## config.mk

```make
export PLATFORM = sky130hd
export DESIGN_NAME = gpio_bank
export DESIGN_NICKNAME = d
export VERILOG_FILES = /design/src/rtl/gpio_pkg.sv /design/src/rtl/gpio_cfg_regs.sv /design/src/rtl/gpio_pin_ctl.sv /design/src/rtl/gpio_in_sync.sv /design/src/rtl/gpio_bank.sv
export SDC_FILE = /design/constraint.sdc
export NUM_CORES = 1
export LEC_CHECK = 0
export ABC_CLOCK_PERIOD_IN_PS = 1100
export BUFFER_PORTS_ARGS = -buffer_cell sky130_fd_sc_hd__buf_2
export CELL_PAD_IN_SITES_DETAIL_PLACEMENT = 0
export CELL_PAD_IN_SITES_GLOBAL_PLACEMENT = 1
export CORE_UTILIZATION = 37
export CTS_BUF_LIST = sky130_fd_sc_hd__clkbuf_16
export DETAILED_ROUTE_END_ITERATION = 16
export MAX_ROUTING_LAYER = met4
export PLACE_DENSITY_LB_ADDON = 0.08
export SLEW_MARGIN = 25
export SYNTH_ARGS = -nofsm -noshare
export SYNTH_HDL_FRONTEND = slang
export SYNTH_HIERARCHICAL = 1
export SYNTH_SLANG_ARGS = --single-unit
```

## constraint.sdc

```tcl
create_clock -name clk -period 1.1 [get_ports clk]
set_input_delay 0.11 -clock clk [delete_from_list [all_inputs] [get_ports clk]]
set_output_delay 0.11 -clock clk [all_outputs]
set_load 0.01 [all_outputs]
```

## src/rtl/gpio_pkg.sv

```systemverilog
// gpio_pkg: register select codes shared by the GPIO bank modules.
// Assumes a two-bit select field on the register bus.
package gpio_pkg;
    typedef enum logic [1:0] {
        SEL_DIR  = 2'd0,
        SEL_PORT = 2'd1,
        SEL_PIN  = 2'd2,
        SEL_CTRL = 2'd3
    } gpio_sel_e;
endpackage

```

## src/rtl/gpio_cfg_regs.sv

```systemverilog
// gpio_cfg_regs: holds the direction register, the port register and the
// global pull-up disable bit. Writes commit on the rising edge.
// Assumes a synchronous active-low reset. A write to the pin select is dropped here.
module gpio_cfg_regs
    import gpio_pkg::*;
#(
    parameter int NPINS = 8
) (
    input  logic             clk,
    input  logic             rst_n,
    input  logic             wr_en,
    input  logic [1:0]       reg_sel,
    input  logic [NPINS-1:0] wr_data,
    output logic [NPINS-1:0] dir_q,
    output logic [NPINS-1:0] port_q,
    output logic             pud_q
);
    // Register update from the bus write strobe.
    always_ff @(posedge clk) begin
        if (!rst_n) begin
            dir_q  <= '0;
            port_q <= '0;
            pud_q  <= 1'b0;
        end else if (wr_en) begin
            if (reg_sel == SEL_DIR)  dir_q  <= wr_data;
            if (reg_sel == SEL_PORT) port_q <= wr_data;
            if (reg_sel == SEL_CTRL) pud_q  <= wr_data[0];
        end
    end


    dir_write_chk: assert property (@(posedge clk) disable iff (!rst_n)
        (wr_en && reg_sel == SEL_DIR) |=> dir_q == $past(wr_data));

    pin_write_ignored_chk: assert property (@(posedge clk) disable iff (!rst_n)
        (wr_en && reg_sel == SEL_PIN) |=> ($stable(dir_q) && $stable(port_q) && $stable(pud_q)));
endmodule

```

## src/rtl/gpio_pin_ctl.sv

```systemverilog
// gpio_pin_ctl: per-pin decode of direction, port and the global pull-up
// disable into drive enable, drive level and pull-up enable.
// Assumes purely combinational use. One generate slice per pin.
module gpio_pin_ctl #(
    parameter int NPINS = 8
) (
    input  logic [NPINS-1:0] dir_q,
    input  logic [NPINS-1:0] port_q,
    input  logic             pud_q,
    output logic [NPINS-1:0] oe,
    output logic [NPINS-1:0] drv,
    output logic [NPINS-1:0] pu
);
    for (genvar g = 0; g < NPINS; g++) begin : g_pin
        // Decode of one pin's mode.
        always_comb begin
            oe[g]  = dir_q[g];
            drv[g] = dir_q[g] & port_q[g];
            pu[g]  = ~dir_q[g] & port_q[g] & ~pud_q;
        end
    end
endmodule

```

## src/rtl/gpio_in_sync.sv

```systemverilog
// gpio_in_sync: two-stage synchronizer for the pad levels. The first stage
// samples on the falling edge and the second on the rising edge.
// Assumes the pads are asynchronous. Both stages reset synchronously to 0.
module gpio_in_sync #(
    parameter int NPINS = 8
) (
    input  logic             clk,
    input  logic             rst_n,
    input  logic [NPINS-1:0] pad_in,
    output logic [NPINS-1:0] pin_q
);
    logic [NPINS-1:0] half_q;

    // Falling-edge capture stage.
    always_ff @(negedge clk) begin
        if (!rst_n) half_q <= '0;
        else        half_q <= pad_in;
    end

    // Rising-edge transfer into the pin register.
    always_ff @(posedge clk) begin
        if (!rst_n) pin_q <= '0;
        else        pin_q <= half_q;
    end
endmodule

```

## src/rtl/gpio_bank.sv

```systemverilog
// gpio_bank: top level of the GPIO bank. It ties together the configuration
// registers, the per-pin decode, the input synchronizer and the readback mux.
// Assumes reads are combinational on reg_sel. The width is set by NPINS.
module gpio_bank
    import gpio_pkg::*;
#(
    parameter int NPINS = 8
) (
    input  logic             clk,
    input  logic             rst_n,
    input  logic             wr_en,
    input  logic [1:0]       reg_sel,
    input  logic [NPINS-1:0] wr_data,
    output logic [NPINS-1:0] rd_data,
    input  logic [NPINS-1:0] pad_in,
    output logic [NPINS-1:0] pad_oe,
    output logic [NPINS-1:0] pad_out,
    output logic [NPINS-1:0] pad_pu
);
    localparam int CTRL_PAD = NPINS - 1;

    logic [NPINS-1:0] dir_q, port_q, pin_q;
    logic             pud_q;

    gpio_cfg_regs #(.NPINS(NPINS)) u_regs (
        .clk(clk), .rst_n(rst_n), .wr_en(wr_en), .reg_sel(reg_sel),
        .wr_data(wr_data), .dir_q(dir_q), .port_q(port_q), .pud_q(pud_q)
    );

    gpio_pin_ctl #(.NPINS(NPINS)) u_ctl (
        .dir_q(dir_q), .port_q(port_q), .pud_q(pud_q),
        .oe(pad_oe), .drv(pad_out), .pu(pad_pu)
    );

    gpio_in_sync #(.NPINS(NPINS)) u_sync (
        .clk(clk), .rst_n(rst_n), .pad_in(pad_in), .pin_q(pin_q)
    );

    // Readback mux over the four registers.
    always_comb begin
        case (reg_sel)
            SEL_DIR:  rd_data = dir_q;
            SEL_PORT: rd_data = port_q;
            SEL_PIN:  rd_data = pin_q;
            default:  rd_data = {{CTRL_PAD{1'b0}}, pud_q};
        endcase
    end


    pud_kills_pullups_chk: assert property (@(posedge clk) disable iff (!rst_n)
        (wr_en && reg_sel == SEL_CTRL && wr_data[0]) |=> pad_pu == '0);

    port_write_drives_chk: assert property (@(posedge clk) disable iff (!rst_n)
        (wr_en && reg_sel == SEL_PORT) |=> pad_out == ($past(wr_data) & pad_oe));

    no_drive_with_pullup_chk: assert property (@(posedge clk) disable iff (!rst_n)
        (pad_oe & pad_pu) == '0);

    pin_write_outputs_chk: assert property (@(posedge clk) disable iff (!rst_n)
        (wr_en && reg_sel == SEL_PIN) |=> ($stable(pad_oe) && $stable(pad_out) && $stable(pad_pu)));
endmodule

```

==> results.md <==
* Fill cells at 374
* Synth-to-Final Area Change at 37.9%
* Site Rows at 22
* R2R Setup Slk at -0.05 ns
* Endpoint type of the worst setup path: primary output
* Nets at 230
* Global Route met3 Usage at 0.0569
* Yosys warns at 6
* Post-synthesis cell type count at 17
* Status: finished, violations left
* Hold Vio Cnt, Final at 0
* Post-synth top area share at 0.437
* Clock root cell: clkbuf_16
* Max-cap violation count at 0
* Setup violations, final at 17
* Cts bufs inserted at 5
* Synth top cells by count: dfxtp_1, nand2_1, mux2i_1
* Drt drc at 0
* Max Fclk at 0.765 GHz
* P_leak at 1.08 nW
* Register area at 688 um2
* Vias in the first global route at 1087
* Layout cells sized above 1 at 0.514
* Die area at between 4000 and 5000 um2
* Most common cell in the netlist: dfxtp_1
* Largest net degree at the start of global routing at 21
* Placed cell count at 241
* TritonCTS clock tree: built
* DR iter-0 viols at 29
* Met2 usage at 0.259
* CP max FO at 2
* WL per Instance at 13.1 um
* First-pass GRT wire length at 5320 um
* Clock slew at reported path FFs at about 0.05 ns
* Area contributors post-synth: dfxtp_1, mux2i_1, nor3b_2, nand2_1, and2_2
* Post-synthesis cell area at 1510 um2
* Synthesized area per cell at approximately 10 um2
* Initial Util at 0.398
* Diodes inserted at 0
* GP Congestion at 0.744
* Die Wd at 65.9 um
* Crit path buffers/inverters at 1
* Power per cell area at 1500 nW/um2
* Slowest-stage cell, CP: mux4_2
* Yosys reg bits at 33
* Die Ht at 65.9 um
* Seq/Total Area, Yosys at 0.437
* Clock sink count at 33
* Finished Layout Cells at 258
* Final period util at 1.19
* Core Region at 3800 um2
* Arrival @ worst endpoint at 1.20 ns
* Area post-placement at 1830 um2
* CTS H-tree lvls at 2
* GRT Max-Usage Layer: met2
* Multi-input gate area at 726 um2
* Hold Buf Count CTS at 0
* Prevailing post-synth register cell: dfxtp_1
* Vias at about 1.2k
* CP Class: flop to primary output
* Design Area, Final at roughly 2100 um2
* Post-DP HPWL at 2490 um
* Overflow after GRT at 0
* Post-layout min period at 1.31 ns
* Antenna violations before repair at 0
* Required @ worst endpoint at around 0.99 ns
* Clock buffer depth at 2
* VDD IR max at 857 uV
* FFs w/ async S/R, synth at 0
* Post-Syn Nets at ~170
* Failing checks: negative setup slack
* Number of synthesized flops with an enable pin at 0
* TritonRoute pass-1 iters at 4
* Met1 Usage GRT at 0.216
* Worst skew pair latency at 0.34 ns
* Hold Crit Class: input pin to flop
* Total GRT Usage at 0.177
* Critical-path cell list: mux4_2, buf_6
* Area leader, netlist: dfxtp_1
* Crit path max-delay family: multiplexers
* Final clock skew at 0.0703 ns
* Routed WL at 3370 um
* RSZ-0062 raised after global routing: yes
* Vias per cell at 4.57
* Max stage delay on crit path at ~0.47 ns
* Max Slew Vio Count at 0
* Slew headroom at 0.861
* Critical path startpoint category: flop
* I/O pin cnt at 53
* Final setup margin at -0.207 ns
* Antenna viol nets, final at 0
* Number of buffers added on ports at 52
* Worst-Margin Slew at approximately 0.21 ns
* Post-Synthesis Cells at about 150
-- metal layers --
layer	up-vias	wire length, um
met5	-	0
met4	0	66
met3	7	141
met2	32	1580
met1	538	1580
li1	602	-
-- sequential cells by signal, summed over array words and instances, names as in the netlist --
register       count
u_regs/port_q      8
u_regs/dir_q       8
u_sync/pin_q       8
u_regs/pud_q       1
u_sync/half_q      8
-- layout by cell type (no fill, tap or decap), types with 3 or more instances in the layout --
| cell type | synthesis | routed |
|---|---|---|
| mux2i_1 | 24 | 24 |
| dfxtp_4 | 0 | 6 |
| inv_1 | 1 | 8 |
| nand2_1 | 25 | 25 |
| buf_6 | 4 | 3 |
| buf_2 | 5 | 50 |
| and2_2 | 12 | 4 |
| buf_4 | 8 | 13 |
| dfxtp_1 | 33 | 23 |
| nor3b_2 | 8 | 8 |
| clkbuf_16 | 0 | 6 |
| and2_1 | 12 | 11 |
| and2_4 | 0 | 9 |
| dfxtp_2 | 0 | 4 |
| o2bb2ai_1 | 7 | 7 |
-- path summary, 6_finish.rpt --
kind                                                     from                            end  depth (start not counted)
worst max-delay path                u_regs/pud_q$_SDFFE_PN0P_                     rd_data[0]                          2
worst min-delay path                               wr_data[7]   u_regs/dir_q[7]$_SDFFE_PN0P_                          3
worst max register to register    u_sync/half_q[5]$_SDFF_NN0_     u_sync/pin_q[5]$_SDFF_PN0_                          1
worst min register to register  u_regs/port_q[2]$_SDFFE_PN0P_  u_regs/port_q[2]$_SDFFE_PN0P_                          2
-- metrics by stage --
step                      hold slack, ns  setup TNS (ns)  power [W]   util  worst slack [ns]
after floorplan                    0.245               0    0.00153      -            0.0295
after global placement             0.380               0    0.00163  0.481           0.00631
after detailed placement           0.393         -0.0160    0.00164  0.481           -0.0159
after CTS                         0.0945           -1.36    0.00316  0.536            -0.215
after global routing              0.0973           -2.66    0.00327  0.549            -0.239
final                             0.0950           -1.85    0.00312  0.549            -0.207
-- where the power goes --
| part | switching (W) | internal (W) | total, W |
|---|---|---|---|
| logic | 0.000138 | 0.000160 | 0.000298 |
| registers | 0.0000286 | 0.00124 | 0.00127 |
| clock network | 0.000554 | 0.00100 | 0.00156 |
| total | 0.000721 | 0.00240 | 0.00312 |
-- what timing repair did --
item	4_1_cts	5_1_grt
cloned	0	0
setup buffers	1	2
resized for setup	10	13
pin swaps	6	2
endpoints found under the setup margin	25	25
-- cell families after synthesis --
family	synth area share
flops	0.437
compound gates	0.0406
buf+inv	0.0911
mux	0.174
simple gates	0.257
-- final cells by class --
type / instances / area share
Sequential cell: 33 / 0.330
Timing Repair Buffer: 68 / 0.202
Clock inverter: 10 / 0.0186
Tap cell: 48 / 0.0288
Multi-Input combinational cell: 93 / 0.348
Clock buffer: 6 / 0.0720
Power figures use the tool's default switching activity.
